--- config.mk ---
export PLATFORM = sky130hd
export DESIGN_NAME = evt_irq_fanout
export DESIGN_NICKNAME = d
export VERILOG_FILES = /design/src/rtl/evt_irq_pkg.sv /design/src/rtl/evt_latch.sv /design/src/rtl/mask_reg.sv /design/src/rtl/line_drive.sv /design/src/rtl/evt_irq_fanout.sv
export SDC_FILE = /design/constraint.sdc
export NUM_CORES = 1
export LEC_CHECK = 0
export BUFFER_PORTS_ARGS = -buffer_cell sky130_fd_sc_hd__buf_2
export CAP_MARGIN = 20
export CORE_AREA = 2 2 69 71
export CTS_BUF_LIST = sky130_fd_sc_hd__clkbuf_8
export DETAILED_ROUTE_END_ITERATION = 10
export DIE_AREA = 0 0 71 73
export PLACE_DENSITY = 0.76
export SYNTH_ARGS = -nofsm -noshare
export SYNTH_HDL_FRONTEND = slang
export SYNTH_HIERARCHICAL = 1
export SYNTH_SLANG_ARGS = --single-unit
--- constraint.sdc ---
create_clock -name clk -period 0.8 [get_ports clk]
set_input_delay 0.08 -clock clk [delete_from_list [all_inputs] [get_ports clk]]
set_output_delay 0.08 -clock clk [all_outputs]
set_load 0.02 [all_outputs]
--- src/rtl/evt_irq_pkg.sv ---
package evt_irq_pkg;
  localparam int REG_W     = 32;
  localparam int NUM_LINES = 13;
  localparam logic [REG_W-1:0] IMPL_MASK = 32'hFFF8_0000;

  // Bit position in the register word of each line, by line index.
  function automatic int line_bit(input int line);
    case (line)
      0:  return 27;
      1:  return 26;
      2:  return 19;
      3:  return 20;
      4:  return 25;
      5:  return 24;
      6:  return 23;
      7:  return 21;
      8:  return 31;
      9:  return 28;
      10: return 22;
      11: return 29;
      12: return 30;
      default: return 31;
    endcase
  endfunction

  function automatic logic [REG_W-1:0] spread(input logic [NUM_LINES-1:0] v);
    logic [REG_W-1:0] r;
    r = '0;
    for (int i = 0; i < NUM_LINES; i++) r[line_bit(i)] = v[i];
    return r;
  endfunction

  function automatic logic [NUM_LINES-1:0] gather(input logic [REG_W-1:0] w);
    logic [NUM_LINES-1:0] r;
    for (int i = 0; i < NUM_LINES; i++) r[i] = w[line_bit(i)];
    return r;
  endfunction
endpackage

--- src/rtl/evt_latch.sv ---
module evt_latch #(
  parameter int N = 13
) (
  input  logic         clk,
  input  logic         rst_n,
  input  logic [N-1:0] set_i,
  input  logic         clr_en_i,
  input  logic [N-1:0] clr_i,
  output logic [N-1:0] ev_o
);
  logic [N-1:0] ev_q;
  logic [N-1:0] clr_eff;

  assign clr_eff = clr_en_i ? clr_i : '0;

  always_ff @(posedge clk or negedge rst_n) begin
    if (!rst_n) ev_q <= '0;
    else        ev_q <= (ev_q & ~clr_eff) | set_i;
  end

  assign ev_o = ev_q;


  set_wins_chk: assert property (@(posedge clk) disable iff (!rst_n)
    (ev_q & $past(set_i)) == $past(set_i));


  clear_chk: assert property (@(posedge clk) disable iff (!rst_n)
    (ev_q & $past(clr_eff & ~set_i)) == '0);


  hold_chk: assert property (@(posedge clk) disable iff (!rst_n)
    ((ev_q ^ $past(ev_q)) & ~$past(set_i | clr_eff)) == '0);
endmodule

--- src/rtl/mask_reg.sv ---
module mask_reg #(
  parameter int N = 13
) (
  input  logic         clk,
  input  logic         rst_n,
  input  logic         wr_i,
  input  logic [N-1:0] wdata_i,
  output logic [N-1:0] mask_o
);
  logic [N-1:0] mask_q;

  always_ff @(posedge clk or negedge rst_n) begin
    if (!rst_n)    mask_q <= '0;
    else if (wr_i) mask_q <= wdata_i;
  end

  assign mask_o = mask_q;


  mask_load_chk: assert property (@(posedge clk) disable iff (!rst_n)
    $past(wr_i) |-> mask_q == $past(wdata_i));


  mask_keep_chk: assert property (@(posedge clk) disable iff (!rst_n)
    !$past(wr_i) |-> $stable(mask_q));
endmodule

--- src/rtl/line_drive.sv ---
module line_drive #(
  parameter int N = 13
) (
  input  logic         clk,
  input  logic         rst_n,
  input  logic [N-1:0] ev_i,
  input  logic [N-1:0] mask_i,
  output logic [N-1:0] line_o
);
  logic [N-1:0] line_q;

  for (genvar g = 0; g < N; g++) begin : g_line
    always_ff @(posedge clk or negedge rst_n) begin
      if (!rst_n) line_q[g] <= 1'b0;
      else        line_q[g] <= ev_i[g] & mask_i[g];
    end
  end

  assign line_o = line_q;


  line_follow_chk: assert property (@(posedge clk) disable iff (!rst_n)
    line_q == $past(ev_i & mask_i));
endmodule

--- src/rtl/evt_irq_fanout.sv ---
module evt_irq_fanout
  import evt_irq_pkg::*;
#(
  parameter int REG_WIDTH = evt_irq_pkg::REG_W,
  parameter int LINES     = evt_irq_pkg::NUM_LINES
) (
  input  logic                 clk,
  input  logic                 rst_n,
  input  logic [LINES-1:0]     evt_pulse,
  input  logic                 reg_wr,
  input  logic                 reg_addr,
  input  logic [REG_WIDTH-1:0] reg_wdata,
  output logic [REG_WIDTH-1:0] reg_rdata,
  output logic [LINES-1:0]     irq_line
);
  logic [LINES-1:0] ev_bits;
  logic [LINES-1:0] mask_bits;
  logic [LINES-1:0] wr_lines;
  logic             ev_wr;
  logic             mask_wr;

  assign ev_wr    = reg_wr && (reg_addr == 1'b0);
  assign mask_wr  = reg_wr && (reg_addr == 1'b1);
  assign wr_lines = gather(reg_wdata);

  evt_latch #(.N(LINES)) u_latch (
    .clk      (clk),
    .rst_n    (rst_n),
    .set_i    (evt_pulse),
    .clr_en_i (ev_wr),
    .clr_i    (wr_lines),
    .ev_o     (ev_bits)
  );

  mask_reg #(.N(LINES)) u_mask (
    .clk     (clk),
    .rst_n   (rst_n),
    .wr_i    (mask_wr),
    .wdata_i (wr_lines),
    .mask_o  (mask_bits)
  );

  line_drive #(.N(LINES)) u_lines (
    .clk    (clk),
    .rst_n  (rst_n),
    .ev_i   (ev_bits),
    .mask_i (mask_bits),
    .line_o (irq_line)
  );

  assign reg_rdata = reg_addr ? spread(mask_bits) : spread(ev_bits);


  reset_quiet_chk: assert property (@(posedge clk)
    $rose(rst_n) |-> (irq_line == '0));
endmodule

Word-level counts from Yosys, hierarchy flattened
Index checks and enable logic that the tools add are counted.
{ "op_classes": {"add_sub_neg": 0, "multipliers": 0, "div_mod_pow": 0, "magnitude_cmp": 0, "n_eq_ne": 0, "n_shift": 0, "n_mux": 2, "bitwise": 17, "n_reduce_logical": 2} }
{ "op_table": {"columns": ["op", "n"], "rows": [
  ["$mux W32", 1],
  ["$and A1 B1 Y1", 13],
  ["$and A13 B13 Y13", 1],
  ["$mux W13", 1],
  ["$not A13 Y13", 1],
  ["$or A13 B13 Y13", 1],
  ["$logic_and A1 B1 Y1", 2],
  ["$not A1 Y1", 1]
]} }
{ "word_totals": {"register_bits": 39, "latchBits": 0, "ram_bits": 0, "romBits": 0, "input_bits": 49, "output_inout_bits": 45, "elab_cells": 36, "n_memories": 0} }

Logic depth before layout (Yosys ltp)
Gate-level depths: netlist of run 1.
{ "depth": {"word_depth": 6, "mapped_depth": 6} }

By module
The synthesis of run 1 kept the hierarchy.
{ "modules_own_cells": {"columns": ["module", "instances", "cells_each", "area_per_inst_um2", "seq_area_each_um2"], "rows": [
  ["mask_reg", 1, 27, 520.5, 325.3],
  ["evt_latch", 1, 40, 483.0, 325.3],
  ["line_drive", 1, 26, 406.6, 325.3],
  ["evt_irq_fanout", 1, 37, 370.4, 0.0]
]} }

Worst setup path after synthesis of run 1
OpenSTA, ideal clock, no wires.
{ "synth_timing": {"path_kind": "input to register", "from": "input port reg_addr", "to": "register u_mask.mask_q[11], in the netlist u_mask/mask_o[11]", "setup_time_ps": 125, "t_arrival_ps": 964, "required_ps": 675, "setup_slack_ps": -290, "cell_stages": 5, "n_path_buf": 3, "cell_sequence": "buf_6 -> buf_12 -> and2_2 -> buf_6 -> mux2_4"} }
{ "synth_between": {"elab_chain_len": 1} }
{ "synth_rtl": {"columns": ["item", "line", "source"], "rows": [
  ["start, declared", "evt_irq_fanout.sv:11", "input logic reg_addr,"],
  ["$logic_and A1 B1 Y1", "evt_irq_fanout.sv:23", "assign mask_wr = reg_wr && (reg_addr == 1'b1);"],
  ["net mask_wr", "evt_irq_fanout.sv:20", "logic mask_wr;"],
  ["end signal, assigned", "mask_reg.sv:14", "else if (wr_i) mask_q <= wdata_i;"],
  ["end, declared", "mask_reg.sv:10", "logic [N-1:0] mask_q;"]
]} }
The timed path passes the listed nets, and every way through them passes these cells.
A chain may end at the register's enable or synchronous reset.

Worst setup path after layout of run 1
{ "layout_timing": {"from": "register u_mask.mask_q[4], in the netlist u_mask/mask_o[4]", "to": "output port reg_rdata[25]"} }
{ "layout_between": {"elab_chain_len": 1} }
{ "layout_rtl": {"columns": ["item", "line", "source"], "rows": [
  ["$mux W32", "evt_irq_fanout.sv:51", "assign reg_rdata = reg_addr ? spread(mask_bits) : spread(ev_bits);"],
  ["end, declared", "evt_irq_fanout.sv:13", "output logic [REG_WIDTH-1:0] reg_rdata,"]
]} }
No other way between the ends.

==> summary.md, run 1 <==
| Metric | Value |
|---|---|
| Sequential area share after synthesis | 0.548 |
| Number of global-route vias before repair | 1,237 |
| CP Class | flop to primary output |
| First-pass GRT wire length | about 5900 µm |
| Final Hold Vio Count | 0 |
| Post-route ant nets | 0 |
| Min cycle time layout | about 1200 ps |
| Unrepaired setup endpoints after global routing | true |
| Filler instances | 342 |
| CTS Buf Count | 5 |
| Busiest metal layer after global routing | met2 |
| Synth top area share | 0.548 |
| CP Data Arrival Time | 1090 ps |
| I/O Buffers | 55 |
| Crit path cell chain | mux2_4 > buf_6 |
| Final Non-Filler Cells | 293 |
| Highest-count cells in the layout ignoring fill and taps | dfrtp_1, buf_6, buf_2 |
| Critical-path top delay cell | dfrtp_1 |
| CP Capture Type | primary output |
| Initial antenna violation count | 0 |
| Final Wtd Congestion | 0.759 |
| Endpoints failing setup | 42 |
| Boundary Pins | 94 |
| Pwr Density | 2120 nW/µm² |
| Static Leak | ~1.4 nW |
| Vias per cell | 4.26 |
| R2R setup slack | -220 ps |
| Hold Path Class | primary input to flop |
| Rows | 25 |
| Avg WL per Cell | about 13 µm |
| Crit share post-route | 1.47 |
| Top post-synthesis cells by area | dfrtp_1, mux2_4, buf_4 |
| Die width | 71 µm |
| Met2 GRT Util | 0.227 |
| Final Slew Violations | 0 |
| Area Growth Syn to Fin | 57.9% |
| Grt total ovfl | 0 |
| Grt met3 use | 0.0428 |
| Delay-heaviest family, CP | flip-flops |
| Netlist cell types | 12 |
| Met1 Use GR | 0.202 |
| Post-DP HPWL | 2510 µm |
| Reg2Reg Depth | 3 |
| YS warnings | 6 |
| Critical path data required time | 720 ps |
| ANT cells | 0 |
| Seq cells post-synth | 39 |
| RR Startpoint | u_mask/mask_o[7] |
| Hold Path Sink | u_mask/mask_o[9] |
| Commonest non-fill, non-tap cell in the layout | dfrtp_1 |
| Worst VDD drop | 983 µV |
| Root Buffer | clkbuf_8 |
| Total global-route track usage | 0.148 |
| Placed instance count | 256 |
| Synthesized area | 1780 µm² |
| Synthesized area per cell | 13.7 µm² |
| DRC | 0 |
| Storage cell area | slightly below 1000 µm² |
| Routed wire length | 3690 µm |
| Die area | 5180 µm² |
| Synth area leader | dfrtp_1 |
| Failing checks | setup timing |
| Post-synthesis cell count | between 100 and 150 |
| Worst Hold Depth | 2 |
| Reg-to-Reg End | u_mask/mask_o[7] |
| Post-Route Skew | 9.50 ps |
| Longest Clk Path Bufs | 2 |
| Status | finished, violations left |
| Clk sinks | 39 |
| Total number of vias | 1,248 |
| Multi-input gate area | 697 µm² |
| Iteration-0 DRC Markers | 66 |
| Post-place setup slack | -213 ps |
| Critical path's largest stage delay | 400 ps |
| Largest net degree at the start of global routing | 31 |
| H-tree levels | 2 |
| PnR worst setup slack | -373 ps |
| Core ar. | 4540 µm² |
| CP max FO | 2 |
| Drt pass-1 iters | 4 |
| TritonCTS clock tree | yes |
| Fin nets | 287 |
| Skew-Pair Late Insertion Delay | approximately 290 ps |
| MaxCap Viol Count | 0 |
| HP Start | reg_wdata[28] |
| Crit path buf inv count | 1 |
| Startpoint types | flop |
| Layout cell share with drive strength beyond 1 | 0.540 |
| Fmax | 0.852 GHz |
| Starting Density | 0.393 |
| Design Power | between 5 and 6 mW |
| Die H | approximately 73 µm |
| CTS clk-pin slew, worst paths | around 80 ps |
metal layers:
metal,vias up,wire [µm]
li1,609,-
met1,588,1710
met2,47,1740
met3,4,210
met4,0,35
met5,-,0
timing repair:
action                     CTS  global route
setup buffers               11             9
gates cloned                 0             0
pin swaps                    0             4
hold buffers                14             0
hold endpoints to repair    52             0
setup endpoints to repair   26            47
resized for setup           59            11
worst reg2reg max path, cell delays in order (launching register included):
cell,delay [ps]
dfrtp_1,390
buf_4,140
buf_4,120
mux2_4,250
synthesized netlist by cell type:
| cell type | number |
|---|---|
| and2b_2 | 1 |
| nand2_1 | 13 |
| dfrtp_1 | 39 |
| a21o_1 | 13 |
| and2_2 | 1 |
| mux2_2 | 8 |
| mux2_4 | 18 |
| buf_12 | 1 |
| buf_6 | 3 |
| buf_4 | 19 |
| conb_1 | 1 |
| and2_1 | 13 |
metrics by stage:
stage	area, µm²	util	hold WS (ps)	setup TNS (ps)
after detailed placement	2200	0.485	-36.2	-6460
after CTS	2740	0.605	30.5	-6660
after global placement	2200	0.485	-35.4	-5270
final	2810	0.620	39.5	-7150
after global routing	2810	0.620	36.8	-8390
after floorplan	1860	-	-216	-4670
worst max-delay path by stage:
| stage | from | endpoint | depth (start not counted) |
|---|---|---|---|
| floorplan | reg_addr | u_mask/mask_o[11] | 5 |
| global route | u_mask/mask_o[4] | reg_rdata[25] | 2 |
| detailed placement | reg_addr | u_mask/mask_o[4] | 4 |
| CTS | u_latch/ev_o[8] | reg_rdata[31] | 2 |
| finish | u_mask/mask_o[4] | reg_rdata[25] | 2 |
| global placement | reg_addr | u_mask/mask_o[8] | 4 |
area by class of cell:
cell class,count,area share
clock buffers,5,0.0245
clock inverters,3,0.0227
multi-input cells,86,0.248
flip-flops and latches,39,0.347
well taps,54,0.0240
repair buffers,106,0.334
power by group:
group / leakage (nW) / total, mW / switching [mW] / internal, mW
sequential: 0.432 / 2.34 / 0.135 / 2.20
clock: 0.0695 / 1.89 / 0.656 / 1.23
combinational: 0.879 / 1.72 / 0.698 / 1.03
logic make-up after synthesis:
logic type,Yosys count,synth area share
DFF,39,0.548
other,1,0.00211
buffers and inverters,23,0.110
muxes,26,0.202
AOI/OAI and AO/OA,13,0.0548
and+or+nand+nor,28,0.0822
state kept, by name (all words and copies together), names as in the netlist:
signal and count:
u_latch/ev_o 13, u_lines/line_o 13, u_mask/mask_o 13
(Power assumes the default switching activity.)
==> inputs of run 2 (changes only) <==
--- a/config.mk
+++ b/config.mk
@@ -5,13 +5,13 @@
 export SDC_FILE = /design/constraint.sdc
 export NUM_CORES = 1
 export LEC_CHECK = 0
-export BUFFER_PORTS_ARGS = -buffer_cell sky130_fd_sc_hd__buf_2
 export CAP_MARGIN = 20
-export CORE_AREA = 2 2 69 71
+export CORE_AREA = 2 2 60 62
 export CTS_BUF_LIST = sky130_fd_sc_hd__clkbuf_8
 export DETAILED_ROUTE_END_ITERATION = 10
-export DIE_AREA = 0 0 71 73
-export PLACE_DENSITY = 0.76
+export DIE_AREA = 0 0 62 64
+export DONT_BUFFER_PORTS = 1
+export PLACE_DENSITY = 0.72
 export SYNTH_ARGS = -nofsm -noshare
 export SYNTH_HDL_FRONTEND = slang
 export SYNTH_HIERARCHICAL = 1
==> run 2 against run 1 <==
Against the previous run:
- non-clock buffer count down 58
- total power down 14%
- critical path type unchanged
- critical endpoint is now reg_rdata[28]
- via count down 11%
- die area down 23%
- the flow finishes with violations (hold timing, setup timing)
- utilization up 9.9 points
- first-iteration DRC count down 35%
- wire length up 0.54%
- setup slack better by 94 ps
- worst hold slack worse by 560 ps
- cell count down 23%
- count of clock-buffer cells in the layout up 1
- register-to-register slack better by 120 ps
==> summary.md, run 2 (synthesis results as in run 1) <==
| Metric | Value |
|---|---|
| Status | finished, violations left (unchanged) |
| Failing checks | hold timing, setup timing (was setup timing) |
| Die width | 62 µm (was 71 µm) |
| Largest net degree at the start of global routing | 40 (was 31) |
| Drt pass-1 iters | 3 (was 4) |
| CTS Buf Count | 5 (unchanged) |
| Startpoint types | flop (unchanged) |
| DRC | 0 (unchanged) |
| Fin nets | 229 (was 287) |
| Vias per cell | 4.89 (was 4.26) |
| Post-Route Skew | 3.64 ps (was 9.50 ps) |
| Reg-to-Reg End | u_mask/mask_o[3] (was u_mask/mask_o[7]) |
| R2R setup slack | -100 ps (was -220 ps) |
| Sw Share | 0.258 (was 0.250) |
| Crit path buf inv count | 0 (was 1) |
| Post-route ant nets | 0 (unchanged) |
| Combinational Power Share | 0.194 (was 0.290) |
| Area Growth Syn to Fin | 32.7% (was 57.9%) |
| CP Class | flop to primary output (unchanged) |
| Root Buffer | clkbuf_8 (unchanged) |
| Skew-Pair Late Insertion Delay | 280 ps (was 290 ps) |
| Layout cell share with drive strength beyond 1 | 0.392 (was 0.540) |
| Crit path cell chain | mux2_4 (was mux2_4 > buf_6) |
| Accumulated negative setup slack | -4250 ps (was -7150 ps) |
| Grt total ovfl | 0 (unchanged) |
| H-tree levels | 2 (unchanged) |
| Cts hold-fix bufs | 26 (was 14) |
| Avg WL per Cell | 16.3 µm (was 12.6 µm) |
| Core ar. | 3280 µm² (was 4540 µm²) |
| Reg2Reg Depth | 2 (was 3) |
| Total number of vias | 1,111 (was 1,248) |
| CP Data Arrival Time | 1000 ps (was 1090 ps) |
| Critical path's largest stage delay | 400 ps (about the same) |
| Critical path data required time | 720 ps (about the same) |
| Sw power | 1.33 mW (was 1.49 mW) |
| Clk sinks | 39 (unchanged) |
| Static Leak | 1.07 nW (was 1.38 nW) |
| Iteration-0 DRC Markers | 43 (was 66) |
| Boundary Pins | 94 (unchanged) |
| Longest Clk Path Bufs | 2 (unchanged) |
| Starting Density | 0.542 (was 0.393) |
| Die H | 64 µm (was 73 µm) |
| I/O Buffers | 0 (was 55) |
| Endpoints failing setup | 35 (was 42) |
| Die area | 3970 µm² (was 5180 µm²) |
| Sequential share of power | 0.485 (was 0.393) |
| Hold_ws | -517 ps (was 39.5 ps) |
| Total global-route track usage | 0.201 (was 0.148) |
| Rows | 21 (was 25) |
| MaxCap Viol Count | 0 (unchanged) |
| Highest-count cells in the layout ignoring fill and taps | dlygate4sd3_1, dfrtp_1, mux2_4 (was dfrtp_1, buf_6, buf_2) |
| Final Wtd Congestion | 0.650 (was 0.759) |
| Unrepaired setup endpoints after global routing | true (unchanged) |
| Min cycle time layout | 1080 ps (was 1170 ps) |
| Final Hold Vio Count | 39 (was 0) |
| CP max FO | 2 (unchanged) |
| Routed wire length | 3710 µm (was 3690 µm) |
| Number of global-route vias before repair | 1,201 (was 1,237) |
| ANT cells | 0 (unchanged) |
| First-pass GRT wire length | 5640 µm (was 5860 µm) |
| Worst VDD drop | 1080 µV (was 983 µV) |
| Clock power frac | 0.321 (was 0.317) |
| Hold Path Class | primary input to async pin (was primary input to flop) |
| RR Startpoint | u_mask/mask_o[3] (was u_mask/mask_o[7]) |
| Initial antenna violation count | 0 (unchanged) |
| PnR worst setup slack | -279 ps (was -373 ps) |
| Delay-heaviest family, CP | flip-flops (unchanged) |
| Final Slew Violations | 0 (unchanged) |
| Pwr Density | 2180 nW/µm² (was 2120 nW/µm²) |
| TritonCTS clock tree | yes (unchanged) |
| Fmax | 0.926 GHz (was 0.852 GHz) |
| Critical-path top delay cell | dfrtp_1 (unchanged) |
| Internal power | 3.82 mW (was 4.46 mW) |
| Crit share post-route | 1.35 (was 1.47) |
| CP Capture Type | primary output (unchanged) |
| CTS clk-pin slew, worst paths | 70 ps (was 80 ps) |
| Post-DP HPWL | 2030 µm (was 2510 µm) |
run 2: cell count changes in the layout (fill, tap and decap cells not counted), moves of 2 or more:
cell,before,now
buf_4,22,9
buf_2,29,0
dfrtp_1,39,26
dfrtp_2,0,13
mux2_4,22,25
buf_6,38,11
and2_4,3,1
dlygate4sd3_1,14,26
and2_1,11,13
mux2_2,4,1
run 2: final cells by class:
cell class              count  area, µm²
well taps                  46       57.6
clock inverters             2       35.0
repair buffers             48        492
fillers                   223        922
clock buffers               6       82.6
flip-flops and latches     39        992
multi-input cells          86        703
run 2: stage by stage:
step                cells  setup slack (ps)  total power [mW]  cell area (µm²)  utilization
global placement      173             -45.3              3.13             1750        0.533
floorplan             148              -230              3.16             1860            -
global route          227              -316              5.38             2360        0.719
detailed placement    173             -73.9              3.16             1750        0.533
CTS                   222              -287              5.07             2280        0.693
finish                227              -279              5.15             2360        0.719
run 2: layer usage:
layer | track usage | routed length, µm | vias up
li1 | - | - | 495
met1 | 0.197 | 1280 | 558
met2 | 0.378 | 2150 | 49
met3 | 0.0526 | 183 | 9
met4 | 0.0771 | 99 | 0
met5 | 0 | 0 | -
run 2: worst max-delay path by stage:
stage / slack [ps] / cells past startpoint / endpoint / from
2_1_floorplan: -230 / 5 / u_mask/mask_o[11] / reg_addr
3_3_place_gp: -50 / 3 / u_latch/ev_o[6] / reg_addr
3_5_place_dp: -70 / 3 / u_latch/ev_o[9] / reg_addr
4_1_cts: -290 / 1 / reg_rdata[19] / u_latch/ev_o[2]
5_1_grt: -320 / 1 / reg_rdata[23] / u_latch/ev_o[6]
6_report: -280 / 1 / reg_rdata[28] / u_latch/ev_o[9]
run 2: power groups by stage:
stage | Sequential [mW] | Clock, mW | Combinational, mW
2_1_floorplan | 2.47 | 0 | 0.693
4_1_cts | 2.47 | 1.69 | 0.907
3_3_place_gp | 2.50 | 0 | 0.636
5_1_grt | 2.53 | 1.79 | 1.06
3_5_place_dp | 2.51 | 0 | 0.648
6_report | 2.50 | 1.65 | 1.00
run 2: what timing repair did:
| item | CTS | global route |
|---|---|---|
| pin swaps | 0 | 6 |
| buffers inserted | 15 | 12 |
| setup endpoints to repair | 26 | 45 |
| resized for setup | 11 | 23 |
| hold endpoints to repair | 65 | 39 |
